File: src/rtl/stat_guard_pkg.sv
package stat_guard_pkg;

    localparam logic [7:0] OP_ARM_STAT = 8'h50;
    localparam logic [7:0] OP_WR_STAT  = 8'h01;

    localparam int BIT_BUSY = 0;
    localparam int BIT_WEL  = 1;
    localparam int BIT_BP0  = 2;
    localparam int BIT_BP1  = 3;
    localparam int BIT_AAI  = 6;
    localparam int BIT_LOCK = 7;

    typedef enum logic [0:0] {
        ST_IDLE  = 1'b0,
        ST_ARMED = 1'b1
    } arm_state_t;

    typedef enum logic [1:0] {
        PROT_NONE    = 2'b00,
        PROT_QUARTER = 2'b01,
        PROT_HALF    = 2'b10,
        PROT_ALL     = 2'b11
    } prot_level_t;

endpackage

File: src/rtl/stat_sync.sv
module stat_sync #(
    parameter int STAGES    = 2,
    parameter bit RESET_VAL = 1'b0
) (
    input  logic clk,
    input  logic rst_n,
    input  logic d_async,
    output logic q_sync
);
    logic [STAGES-1:0] chain_q;

    genvar g;
    generate
        for (g = 0; g < STAGES; g++) begin : g_stage
            if (g == 0) begin : g_first
                always_ff @(posedge clk or negedge rst_n) begin
                    if (!rst_n) chain_q[0] <= RESET_VAL;
                    else        chain_q[0] <= d_async;
                end
            end else begin : g_rest
                always_ff @(posedge clk or negedge rst_n) begin
                    if (!rst_n) chain_q[g] <= RESET_VAL;
                    else        chain_q[g] <= chain_q[g-1];
                end
            end
        end
    endgenerate

    assign q_sync = chain_q[STAGES-1];
endmodule

File: src/rtl/stat_arm_fsm.sv
module stat_arm_fsm
    import stat_guard_pkg::*;
(
    input  logic       clk,
    input  logic       rst_n,
    input  logic       instr_done,
    input  logic [7:0] instr_code,
    output logic       write_go
);
    arm_state_t state_q, state_d;

    always_ff @(posedge clk or negedge rst_n) begin
        if (!rst_n) state_q <= ST_IDLE;
        else        state_q <= state_d;
    end

    always_comb begin
        state_d  = state_q;
        write_go = 1'b0;
        unique case (state_q)
            ST_IDLE: begin
                if (instr_done && instr_code == OP_ARM_STAT) state_d = ST_ARMED;
            end
            ST_ARMED: begin
                if (instr_done) begin
                    if (instr_code == OP_ARM_STAT) begin
                        state_d = ST_ARMED;
                    end else begin
                        state_d  = ST_IDLE;
                        write_go = (instr_code == OP_WR_STAT);
                    end
                end
            end
            default: state_d = ST_IDLE;
        endcase
    end

    // an arming opcode always leaves the machine armed
    assert_arm_entry_R10: assert property (@(posedge clk) disable iff (!rst_n)
        (instr_done && instr_code == OP_ARM_STAT) |=> (state_q == ST_ARMED));

    // without a completed instruction the machine holds its state
    assert_hold_state_R4: assert property (@(posedge clk) disable iff (!rst_n)
        !instr_done |=> $stable(state_q));

    // a write is only launched out of the armed state
    assert_go_needs_arm_R4: assert property (@(posedge clk) disable iff (!rst_n)
        write_go |-> (state_q == ST_ARMED));
endmodule

File: src/rtl/stat_prot_reg.sv
module stat_prot_reg
    import stat_guard_pkg::*;
(
    input  logic       clk,
    input  logic       rst_n,
    input  logic       write_go,
    input  logic [7:0] wr_data,
    input  logic       pin_hi,
    output logic [1:0] bp,
    output logic       lock
);
    logic [1:0] bp_q;
    logic       lock_q;
    logic       allowed;

    assign allowed = pin_hi || !lock_q;

    always_ff @(posedge clk or negedge rst_n) begin
        if (!rst_n) begin
            bp_q   <= 2'b11;
            lock_q <= 1'b0;
        end else if (write_go && allowed) begin
            bp_q   <= {wr_data[BIT_BP1], wr_data[BIT_BP0]};
            lock_q <= wr_data[BIT_LOCK];
        end
    end

    assign bp   = bp_q;
    assign lock = lock_q;

    // no launch, no change
    assert_quiet_without_go_R4: assert property (@(posedge clk) disable iff (!rst_n)
        !write_go |=> ($stable(bp_q) && $stable(lock_q)));

    // locked with the pin low freezes the fields
    assert_locked_frozen_R5: assert property (@(posedge clk) disable iff (!rst_n)
        (write_go && !pin_hi && lock_q) |=> ($stable(bp_q) && $stable(lock_q)));

    // the lock bit cannot fall while the pin is low
    assert_lock_sticky_R6: assert property (@(posedge clk) disable iff (!rst_n)
        (lock_q && !pin_hi) |=> lock_q);
endmodule

File: src/rtl/stat_region_dec.sv
module stat_region_dec
    import stat_guard_pkg::*;
#(
    parameter int ADDR_W = 17
) (
    input  logic [1:0]        bp,
    input  logic [ADDR_W-1:0] addr,
    output logic              prot
);
    localparam int TOP = ADDR_W - 1;

    always_comb begin
        unique case (prot_level_t'(bp))
            PROT_NONE:    prot = 1'b0;
            PROT_QUARTER: prot = (addr[TOP -: 2] == 2'b11);
            PROT_HALF:    prot = addr[TOP];
            PROT_ALL:     prot = 1'b1;
            default:      prot = 1'b1;
        endcase
    end

    // the highest address is protected whenever any level is set
    always_comb begin
        if (bp != 2'b00 && addr == {ADDR_W{1'b1}})
            assert_top_covered_R8: assert (prot);
    end
endmodule

File: src/rtl/stat_guard.sv
module stat_guard
    import stat_guard_pkg::*;
#(
    parameter int ADDR_W      = 17,
    parameter int SYNC_STAGES = 2
) (
    input  logic              clk,
    input  logic              rst_n,
    input  logic              instr_done,
    input  logic [7:0]        instr_code,
    input  logic [7:0]        wr_data,
    input  logic              lock_pin_n,
    input  logic              busy_in,
    input  logic              wel_in,
    input  logic              aai_in,
    input  logic [ADDR_W-1:0] addr,
    output logic [7:0]        status,
    output logic              addr_prot
);
    logic       pin_hi;
    logic       write_go;
    logic [1:0] bp;
    logic       lock;

    stat_sync #(.STAGES(SYNC_STAGES), .RESET_VAL(1'b0)) u_sync (
        .clk     (clk),
        .rst_n   (rst_n),
        .d_async (lock_pin_n),
        .q_sync  (pin_hi)
    );

    stat_arm_fsm u_fsm (
        .clk        (clk),
        .rst_n      (rst_n),
        .instr_done (instr_done),
        .instr_code (instr_code),
        .write_go   (write_go)
    );

    stat_prot_reg u_reg (
        .clk      (clk),
        .rst_n    (rst_n),
        .write_go (write_go),
        .wr_data  (wr_data),
        .pin_hi   (pin_hi),
        .bp       (bp),
        .lock     (lock)
    );

    stat_region_dec #(.ADDR_W(ADDR_W)) u_dec (
        .bp   (bp),
        .addr (addr),
        .prot (addr_prot)
    );

    always_comb begin
        status           = 8'h00;
        status[BIT_BUSY] = busy_in;
        status[BIT_WEL]  = wel_in;
        status[BIT_BP0]  = bp[0];
        status[BIT_BP1]  = bp[1];
        status[BIT_AAI]  = aai_in;
        status[BIT_LOCK] = lock;
    end

    // with the pin high an armed write always lands its lock bit
    assert_unlocked_write_R7: assert property (@(posedge clk) disable iff (!rst_n)
        (write_go && pin_hi) |=> (lock == $past(wr_data[BIT_LOCK])));
endmodule

File: config.mk
export PLATFORM = sky130hd
export DESIGN_NAME = stat_guard
export DESIGN_NICKNAME = d
export VERILOG_FILES = /design/src/rtl/stat_guard_pkg.sv /design/src/rtl/stat_sync.sv /design/src/rtl/stat_arm_fsm.sv /design/src/rtl/stat_prot_reg.sv /design/src/rtl/stat_region_dec.sv /design/src/rtl/stat_guard.sv
export SDC_FILE = /design/constraint.sdc
export NUM_CORES = 1
export LEC_CHECK = 0
export BUFFER_PORTS_ARGS = -buffer_cell sky130_fd_sc_hd__clkbuf_2
export CAP_MARGIN = 20
export CORE_AREA = 4 4 41 43
export CTS_CLUSTER_SIZE = 16
export DETAILED_ROUTE_END_ITERATION = 10
export DIE_AREA = 0 0 45 47
export GPL_ROUTABILITY_DRIVEN = 0
export PLACE_DENSITY_LB_ADDON = 0.12
export SYNTH_ARGS = -nofsm -noshare
export SYNTH_HDL_FRONTEND = slang
export SYNTH_SLANG_ARGS = --single-unit
File: constraint.sdc
create_clock -name clk -period 1.5 [get_ports clk]
set_input_delay 0.075 -clock clk [delete_from_list [all_inputs] [get_ports clk]]
set_output_delay 0.075 -clock clk [all_outputs]
set_load 0.05 [all_outputs]
==> results, run 1 <==
- Max-cap violations in this run came to 0.
- Of the post-synthesis cell area, the dominant cell type holds 0.302.
- The power density of the placed cells is 831 nW/um^2.
- The net count of the finished layout is 89.
- The critical path is of the reg -> out type.
- After filler insertion, the fill cell instance count of the layout stands at around 140.
- The initial antenna violation count is 0.
- The via count of the first global-routing pass is 276.
- The required time at the worst-slack endpoint is 1420 ps.
- The number of instances in the synthesized netlist is 27.
- In this run the count of I/O pins placed on the die edge is slightly below 50.
- The layout-stage area growth over the synthesis result is 37.4%.
- The highest metal layer carrying signal wires in the routed design is met4.
- After clock tree synthesis, the clock-pin slew on the worst setup and hold paths is 50 ps.
- Entering global routing, the biggest net connects 7 pins.
- In this run the number of H-tree levels came out at 1.
- The TritonCTS clock tree is yes.
- Setup repair after global routing left no endpoint under its margin.
- Summed over all nets, wire length on met3 after detailed routing comes to 89 um.
- The wire length of the first global-routing pass is 1210 um.
- After detailed routing, the average wire length per cell comes to 12.3 um.
- The clock skew after layout is 1.99 ps.
- The post-synthesis cell type count is 15.
- The flip-flop and latch count after synthesis is 6.
- The count of endpoints failing setup in the final report is 0.
- The internal power is between 0.2 and 0.3 mW.
- Of the available clock period, the critical path in the final layout requires 0.886.
- Static timing analysis puts the maximum clock frequency at 752 MHz.
- The clock tree buffer depth is 2.
- Global routing finished with a remaining overflow of 0.
- The worst endpoint data arrival time is 1250 ps.
- The number of instances in the placed design is 57.
- The number of failing hold endpoints at the final stage is 0.
- For this run, design rule violations remaining after detail routing come to 0.
- The worst path in the final design needs a cycle of 1330 ps, including I/O delays and setup.
- The repair_antennas step left the layout with diodes totalling 0.
- Yosys attributes the largest share of cell area to dfrtp_1 (30%), dfstp_2 (16%), buf_4 (14%), mux2_2 (10%), nor4b_4 (7.2%).
- The sum of routed wire segments on met1 is 232 um.
- The min-delay analysis places its worst path in the category in -> reg.
- The clock network power share is 0.429.
- Dividing the detail-routed via count by the number of cells gives 4.27.
- The largest fanout on the critical path is 4.
- The number of DRC markers in iteration 0 is 8.
- The total count of max-transition violations in the final report is 0.
- The run finished with clean final reports.
- The total of buffers placed on input and output ports is 20.
- For this run, the number of Yosys warnings is 0.
- In the final layout, flip-flops and latches occupy 153 sq um.
- The proportion of power drawn by combinational gates is 0.130.
- The initial core utilization is 0.255.
- Yosys instantiated no cell more often than buf_4.
- The TritonCTS sink count is 6.
- The core region is 1300 sq um.
- The total length of routed met2 wires is about 450 um.
- The biggest area contributor in the post-synthesis netlist is dfrtp_1.
- The part of the power in registers is 0.441.
- Counting the buffers created by CTS gives 3.
- In this run the horizontal extent of the chip is 45 um.
- From bottom edge to top edge, the die measures roughly 47 um.
- The static power due to leakage is 0.236 nW.
- The total number of vias is 269.
- The die outline area is 2120 sq um.
- The switching power summed over all nets is 0.0887 mW.
- The finished layout holds 63 standard cells, fillers aside.
- The fraction of final layout cells with drive strength greater than 1 is 0.646.
- By count the netlist is led by buf_4 (6), dfrtp_1 (4), mux2_2 (3).
- The number of synthesized flops with an enable pin is 0.
- The netlist area before placement is 332 sq um.
- Clock latency on the worst-skew pair, taken at its later pin, is 240 ps.
- The startpoint kind of the worst setup timing path is a flop.
- The total global-route track usage is 0.0859.
- The worst setup path is captured at a primary output.
- Averaged over all synthesized cells, the footprint is between 10 and 15 sq um.
- The final wirelength is 776 um.
- Counting flops with an async set or reset pin after synthesis yields a share of 1.00.
- The library cell used as clock root buffer is clkbuf_4.
- The HPWL after detailed placement is around 680 um.
- The setup TNS is 0 ps.
- The part of the Yosys area used for sequential elements is 0.460.
- The share of total power consumed by net switching is 0.234.
- The top flip-flop cell by instance count after synthesis is dfrtp_1.
- Hold timing on the final database bottoms out at a slack of 45.9 ps.
- The count of TritonRoute iterations in the first routing pass is 4.
- The total number of placement rows is 13.
- Across the VDD grid, the largest voltage drop is about 0.55 mV.
- Post-CTS timing repair inserted 0 buffers for setup.
- In this run the remaining antenna-violating nets after routing total 0.
- The total area of multi-input combinational cells is between 100 and 150 sq um.
-- through the flow --
stage	worst slack, ps	instance area (sq um)	total power, mW	utilization
final	171	455	0.378	0.350
after global routing	116	455	0.413	0.350
after CTS	151	455	0.391	0.350
after detailed placement	327	409	0.215	0.314
after global placement	334	409	0.213	0.314
after floorplan	205	335	0.213	-
-- area by class of cell --
cell class | count | share of cell area
Clock buffer | 4 | 0.0577
Inverter | 2 | 0.0165
Multi-Input combinational cell | 14 | 0.286
Sequential cell | 6 | 0.335
Tap cell | 15 | 0.0412
Timing Repair Buffer | 22 | 0.264
-- layout by cell type, fill, tap and decap left out --
master,Yosys,routed
o21ai_0,1,1
o2111ai_2,1,1
and4bb_2,1,1
nor4b_4,1,1
clkbuf_1,0,1
clkbuf_4,0,3
inv_1,2,2
nand4_1,1,1
dfrtp_1,4,4
a21o_1,1,1
clkbuf_2,0,20
a22o_1,1,1
mux2_2,3,3
nor2_1,1,1
nor2b_1,1,1
dlygate4sd3_1,0,2
dfstp_2,2,2
conb_1,1,2
-- logic make-up (layout without fill, tap and decap cells) --
logic type,count (synthesis),in the layout,synth area share
DFF,6,6,0.460
and+or+nand+nor,5,5,0.158
buffers and inverters,8,28,0.158
AOI/OAI and AO/OA,4,4,0.109
muxes,3,3,0.102
other,1,2,0.0113
-- routing by layer --
layer  vias to the layer above  GRT usage
met3                         2     0.0766
met5                         -          0
met2                        15      0.147
li1                        127          -
met4                         0     0.0234
met1                       125     0.0741
-- worst max-delay path: stages, from the launching register on --
cell	delay (ps)
dfstp_2	540
a21o_1	90
a22o_1	110
clkbuf_2	270
-- final timing paths --
check                                       start  slack [ps]       endpoint  depth (start not counted)
min in group asynchronous                   rst_n         180  u_sync.q_sync                          2
worst min register to register  u_sync.chain_q[0]         350  u_sync.q_sync                          0
worst max-delay path                  u_reg.bp[1]         170      addr_prot                          3
worst min-delay path                   instr_done          50           flop                          2
worst max register to register               flop         330     u_reg.lock                          3
max in group asynchronous                   rst_n        1090    u_reg.bp[1]                          2
-- power groups by stage --
| stage | logic (mW) | clock network (mW) | registers, mW |
|---|---|---|---|
| after floorplan | 0.0438 | 0 | 0.169 |
| after global placement | 0.0441 | 0 | 0.169 |
| after detailed placement | 0.0459 | 0 | 0.169 |
| after CTS | 0.0499 | 0.175 | 0.167 |
| after global routing | 0.0540 | 0.193 | 0.167 |
| final | 0.0492 | 0.162 | 0.167 |
-- what timing repair did --
| action | in CTS | in global routing |
|---|---|---|
| endpoints found under the hold margin | 7 | 0 |
| resized for setup | 0 | 0 |
| hold buffers | 2 | 0 |
(Power assumes the default switching activity.)
==> run 2: changes to the inputs <==
- CELL_PAD_IN_SITES_DETAIL_PLACEMENT: unset -> 1
- CELL_PAD_IN_SITES_GLOBAL_PLACEMENT: unset -> 1
- CORE_AREA: 4 4 41 43 -> unset
- CORE_MARGIN: unset -> 4
- CORE_UTILIZATION: unset -> 17
- DIE_AREA: 0 0 45 47 -> unset
- SYNTH_HIERARCHICAL: unset -> 1
==> results, run 2 <==
- The run finished with clean final reports.
- The TritonCTS clock tree is yes.
- The flip-flop and latch count after synthesis is 6 (unchanged).
- The latest clock arrival within the worst-skew pair is 240 ps (about the same).
- The count of yosys warnings during synthesis is 6 (+6).
- The average footprint of a synthesized cell is 11.2 sq um (-9.0%).
- The die outline width is 51.7 um (+15%).
- The fraction of post-synthesis cell area in the top cell type by area is 0.309 (+0.00699).
- The detailed-route DRC error count is 0 (unchanged).
- The post-CTS clock slew at the launch and capture registers of the worst setup and hold paths is 40 ps (about the same).
- The largest fanout on the critical path was 3 (-1).
- The count of TritonRoute iterations in the first routing pass came to 2 (-2).
- The total number of placement rows is 15 (+2).
- The total count of max-transition violations in the final report is 0 (unchanged).
- The worst setup path is of the reg -> reg kind.
- The basic-gate share of the synthesized area counting and, or, nand and nor cells is 0.166 (+0.00753).
- The via count normalized by instance count came to 3.83 (-10%).
- The number of instances in the synthesized netlist is 29 (+7.4%).
- The count of non-filler cells in the finished layout came to 75 (+19%).
- The number of instances in the placed design is 70 (+23%).
- After synthesis, the largest family of logic cells by area is simple AND/OR/NAND/NOR gates.
- The total global-route track usage is 0.0619 (-0.0240).
- The maximum resistive drop on vdd is 0.448 mV (-19%).
- The final wirelength is 798 um (+2.8%).
- The number of synthesized flops with an enable pin is 0 (unchanged).
- The clock skew after layout is 6.92 ps (+4.93 ps).
- The I/O pin count is 49 (unchanged).
- The library cells used most frequently in the layout, excluding fill and tap cells, are clkbuf_2 (20), dfrtp_1 (4), clkbuf_4 (3).
- The post-synthesis cell type count is 17 (+2).
- The fraction of the mapped netlist area in adder cells is 0 (unchanged).
- The final cell utilization of the core is 0.266 (-0.0840).
- The detail-routed net length per standard cell was 10.6 um (-14%).
- The synthesized-area fraction occupied by ao, oa, aoi and oai cells is 0.120 (+0.0103).
- The number of failing hold endpoints at the final stage was 0 (unchanged).
- The total number of vias was 287 (+6.7%).
- The wire length of the first global-routing pass is 1170 um (-3.4%).
- The switching power summed over all nets was 0.0818 mW (-7.8%).
- buf_4 is the most common cell in the netlist.
- The proportion of power drawn by combinational gates was 0.126 (-0.004).
- The netlist area before placement is 324 sq um (-2.3%).
- Relative to the synthesized area, the layout overhead comes to 44.8%.
- The final cycle utilization of the critical path was 0.941 (+0.0553).
- The die outline area is 2670 sq um (+26%).
- The required time at the worst-slack endpoint came to 1660 ps (+240 ps).
- The post-synthesis xor/xnor area fraction is 0 (unchanged).
- The clock tree buffer depth is 2 (unchanged).
- The part of the Yosys area used for sequential elements was 0.471 (+0.0107).
- The count of endpoints failing setup in the final report is 0 (unchanged).
- The endpoint class of the critical path is a flop.
- The number of clock buffers inserted by TritonCTS is 3 (unchanged).
- The library cell used as clock root buffer is clkbuf_4.
- The number of nets at the end of the flow is 92 (+3.4%).
- The async set-reset flop share out of synthesis was 1.00 (unchanged).
- The share of total power consumed by net switching is 0.228 (-0.00677).
- The worst endpoint data arrival time is 1580 ps (+330 ps).
- The number of DRC markers in iteration 0 is 1 (-7).
- The mux cell area share after synthesis is 0.0695 (-0.0324).
- The part of the power in registers came to 0.465 (+0.024).
- STA classifies the critical path startpoint as a flop.
- The shortest clock period the worst path allows after layout is 1410 ps (+82.9 ps).
- The die height is 51.7 um (+9.9%).
- The total of buffers placed on input and output ports is 20 (unchanged).
- The power density of the placed cells is 765 nW/um^2 (-7.9%).
- The slowest stage of the critical path belongs to the cell or4bb_1.
- The core region area is 1760 sq um (+36%).
- In this run the worst hold path is classified as in -> reg.
- The number of routed nets with antenna violations came to 0 (unchanged).
- The max-capacitance violation count is 0 (unchanged).
- The number of setup buffers added after CTS is 0 (unchanged).
- By area the synthesized netlist is led by dfrtp_1 (31%), dfstp_2 (16%), buf_4 (14%), mux2_2 (6.9%), o32ai_2 (5.0%).
- Sorting the synthesized cells by how often they occur yields buf_4 (6), dfrtp_1 (4).
- The H-tree depth is 1 (unchanged).
- The highest attainable clock frequency came to 708 MHz (-5.9%).
- The library cell used most frequently in the layout, excluding fill and tap cells, is clkbuf_2.
- The via count of the first global-routing pass came to 286 (+3.6%).
- The number of antenna cells inserted came to 0 (unchanged).
- Setup repair after global routing could not meet its margin everywhere.
- The worst hold slack across all endpoints came to 34.5 ps (-11.4 ps).
- The static power due to leakage is 0.227 nW (-3.9%).
- The TritonCTS sink count is 6 (unchanged).
- The clock network power share was 0.408 (-0.021).
- The cell type with the largest total area after synthesis is dfrtp_1.
- The top flip-flop cell by instance count after synthesis is dfrtp_1.
- The total of fill cells in the finished design was 224 (+59%).
- The overflow left after global routing is 0 (unchanged).
- The fraction of final layout cells with drive strength greater than 1 is 0.640 (-0.00583).
- The largest net degree at the start of global routing is 7 (unchanged).
- The peak per-stage delay on the critical path came to 420 ps (-120 ps).
- The internal power is 0.277 mW (-4.2%).
- The initial core utilization is 0.184 (-0.0711).
- The initial antenna violation count was 0 (unchanged).
- Traced cell by cell, the critical path runs through or4bb_1, nor3_2, buf_4, o21ai_2, mux2_2.
==> run 2: what timing repair did <==
| item | 4_1_cts | 5_1_grt |
|---|---|---|
| hold buffers | 2 | 0 |
| endpoints found under the setup margin | 0 | 3 |
| gates resized for setup | 0 | 1 |
| hold endpoints to repair | 7 | 0 |
==> run 2: final cells by class <==
type                    count  area [sq um]  area share
multi-input cells          16           128       0.272
clock buffers               3          22.5      0.0480
well taps                  25          31.3      0.0667
flip-flops and latches      6           153       0.325
repair buffers             23           128       0.272
inverters                   2          7.51      0.0160
==> run 2: power by group through the flow <==
| stage | sequential [mW] | combinational [mW] | clock (mW) |
|---|---|---|---|
| finish | 0.167 | 0.0454 | 0.147 |
| CTS | 0.167 | 0.0457 | 0.152 |
| global placement | 0.169 | 0.0401 | 0 |
| global route | 0.167 | 0.0495 | 0.164 |
| detailed placement | 0.169 | 0.0415 | 0 |
| floorplan | 0.169 | 0.0419 | 0 |
==> run 2: kinds of logic (layout without fill, tap and decap cells) <==
| kind of cell | count (synthesis) | count (layout) |
|---|---|---|
| AOI/OAI and AO/OA | 4 | 4 |
| buffers and inverters | 8 | 28 |
| DFF | 6 | 6 |
| muxes | 2 | 2 |
| other | 1 | 2 |
| and+or+nand+nor | 8 | 8 |
==> run 2: worst paths after layout <==
path,slack (ps),end,start,cells past startpoint
max,90,u_reg/bp[0],flop,5
min,30,flop,instr_done,2
max reg2reg,90,u_reg/bp[0],flop,5
min reg2reg,340,u_sync/q_sync,u_sync/chain_q[0],0
max in group asynchronous,1070,u_reg/bp[0],rst_n,2
min in group asynchronous,190,u_reg/lock,rst_n,2
==> run 2: worst max-delay path: cells and delay by family, from the launching register on <==
kind,cells,cell delay [ps]
flops,1,330
compound gates,1,60
buf+inv,1,140
simple gates,2,540
mux,1,260
==> run 2: metrics by stage <==
stage                     cell area, sq um  power [mW]  setup TNS [ps]  setup WS, ps
final                                  469       0.359               0          87.8
after global routing                   469       0.381           -12.0         -8.80
after CTS                              464       0.365               0          23.3
after detailed placement               422       0.211               0          25.8
after global placement                 422       0.209               0          27.5
after floorplan                        328       0.211               0          80.6
==> run 2: routing by layer <==
layer | part of all wire | global-route usage
met5 | 0 | 0
met4 | 0 | 0
met3 | 0.15 | 0.0688
met2 | 0.53 | 0.0975
met1 | 0.33 | 0.0576
==> run 3: changes to the inputs <==
- CELL_PAD_IN_SITES_DETAIL_PLACEMENT: 1 -> unset
- CELL_PAD_IN_SITES_GLOBAL_PLACEMENT: 1 -> unset
- CORE_AREA: unset -> 4 4 41 43
- CORE_MARGIN: 4 -> unset
- CORE_UTILIZATION: 17 -> unset
- DIE_AREA: unset -> 0 0 45 47
==> results, run 3 (same netlist as run 2, synthesis figures left out) <==
- The via count normalized by instance count is 4.39 (+15%).
- The required time at the worst-slack endpoint was 1670 ps (about the same).
- The overflow left after global routing is 0 (unchanged).
- The fraction of final layout cells with drive strength greater than 1 is 0.627 (-0.0125).
- The tree is rooted in a clkbuf_4.
- The worst slack after detailed placement is 10.2 ps (-15.7 ps).
- The worst setup path is launched from a flop.
- The highest attainable clock frequency was 694 MHz (-2.0%).
- For this design, the slowest cell found on the critical path is or4bb_1.
- The finished layout cell area is 460 sq um (-1.9%).
- The die outline area is 2120 sq um (-21%).
- The I/O pin count is 49 (unchanged).
- The count of non-filler cells in the finished layout is 66 (-12%).
- The most common cell after layout, fill and taps aside is clkbuf_2.
- The static power due to leakage was 0.228 nW (+0.52%).
- The die outline width was 45 um (-13%).
- The power density of the placed cells is 810 nW/um^2 (+5.9%).
- The via count of the first global-routing pass came to 299 (+4.5%).
- The H-tree depth is 1 (unchanged).
- The worst endpoint data arrival time is 1610 ps (+30 ps).
- TritonCTS built the clock tree.
- The detail-routed net length per standard cell is 12.6 um (+19%).
- The endpoint class of the critical path is a flop.
- Setup repair after global routing could not meet its margin everywhere.
- The number of clock buffers inserted by TritonCTS is 3 (unchanged).
- The number of failing hold endpoints at the final stage is 0 (unchanged).
- The die height was 47 um (-9.0%).
- The number of DRC markers in iteration 0 is 0 (-1).
- The number of antenna cells inserted was 0 (unchanged).
- The final cell utilization of the core was 0.354 (+0.0879).
- The initial core utilization is 0.249 (+0.0654).
- The initial antenna violation count is 0 (unchanged).
- The signal on the critical path passes through or4bb_1, nor3_2, buf_4, o21ai_2, mux2_2.
- The clock tree buffer depth is 2 (unchanged).
- The number of setup buffers added after CTS is 0 (unchanged).
- The largest fanout on the critical path came to 3 (unchanged).
- The post-CTS clock slew at the launch and capture registers of the worst setup and hold paths is 50 ps (about the same).
- The latest clock arrival within the worst-skew pair is 250 ps (about the same).
- The cell area reported after detailed placement is 409 sq um (-3.0%).
- The TritonCTS sink count was 6 (unchanged).
- The layout-stage area growth over the synthesis result is 42.1%.
- The total of buffers placed on input and output ports is 20 (unchanged).
- The peak per-stage delay on the critical path is 410 ps (about the same).
- The final wirelength is 834 um (+4.5%).
- The total number of placement rows was 13 (-2).
- The total number of vias was 290 (+1.0%).
- The number of buffers and inverters on the critical path is 1 (unchanged).
- The number of nets at the end of the flow was 92 (unchanged).
- Broken down by cell family, the worst path's largest delay share belongs to simple AND/OR/NAND/NOR gates.
- The detailed-route DRC error count was 0 (unchanged).
- The worst hold slack across all endpoints is 35.1 ps (+0.608 ps).
- The top cell types in the final layout, fill and taps aside, are clkbuf_2 (20), dfrtp_1 (4), clkbuf_4 (3).
- The overall power of the completed layout is 0.373 mW (+3.9%).
- The maximum resistive drop on vdd came to 0.351 mV (-22%).
- The core region area is 1300 sq um (-26%).
- The critical path start-end classification is reg -> reg.
- The wire length of the first global-routing pass is 1220 um (+4.7%).
- The total global-route track usage was 0.0836 (+0.0217).
- The number of routed nets with antenna violations is 0 (unchanged).
- The count of TritonRoute iterations in the first routing pass is 1 (-1).
- The total count of max-transition violations in the final report was 0 (unchanged).
- The flow ran to the end, and the final reports show no timing, DRC or antenna violations.
- The final cycle utilization of the critical path is 0.961 (+0.0194).
- The HPWL after detailed placement is 740 um.
- The clock skew after layout was 8.04 ps (+1.11 ps).
- The min-delay analysis places its worst path in the category in -> reg.
- The largest net degree at the start of global routing was 7 (unchanged).
- The shortest clock period the worst path allows after layout is 1440 ps (+29.1 ps).
- The number of instances in the placed design came to 60 (-14%).
- The count of endpoints failing setup in the final report came to 0 (unchanged).
- The max-capacitance violation count is 0 (unchanged).
- The final worst slack is 58.8 ps (-29.1 ps).
- The setup TNS is 0 ps (unchanged).
[run 3: cell count changes in the layout (fill, tap and decap cells not counted)]
cell,delta
clkbuf_1,+1
[run 3: where the power goes]
part / switching, mW / total (mW) / internal, mW
logic: 0.0245 / 0.0459 / 0.0214
clock network: 0.0594 / 0.160 / 0.101
registers: 0.00141 / 0.167 / 0.166
[run 3: worst paths after layout]
| check | startpoint | end | slack (ps) | cells after the start |
|---|---|---|---|---|
| min in group asynchronous | rst_n | u_sync/chain_q[0] | 180 | 2 |
| max reg2reg | flop | u_reg/bp[0] | 60 | 5 |
| max in group asynchronous | rst_n | u_reg/bp[0] | 1090 | 2 |
| min | instr_done | flop | 40 | 2 |
| max | flop | u_reg/bp[0] | 60 | 5 |
| min reg2reg | u_sync/chain_q[0] | u_sync/q_sync | 350 | 0 |
[run 3: worst reg2reg max path: stages, from the launching register on]
cell and delay [ps]:
dfrtp_1 330, or4bb_1 410, nor3_2 140, buf_4 150, o21ai_2 60, mux2_2 270
[run 3: final cells by class]
cell class | instances | area, sq um
clock buffer | 4 | 26.3
inverter | 2 | 7.51
sequential | 6 | 153
fill | 142 | 841
timing repair buffer | 23 | 128
multi-input combinational | 16 | 128
tap | 15 | 18.8
[run 3: layer usage]
layer  share of wire  vias to the layer above  routed length (um)  global-route usage
met5               0                        -                   0                   0
met4           0.023                        0                  19              0.0526
met3            0.16                        2                 133              0.0460
met2            0.54                       20                 447               0.144
met1            0.28                      131                 233              0.0767
li1                -                      137                   -                   -
[run 3: timing repair]
item                       4_1_cts  5_1_grt
hold buffers                     2        0
hold endpoints to repair         7        0
resized for setup                0        1
setup endpoints to repair        0        2
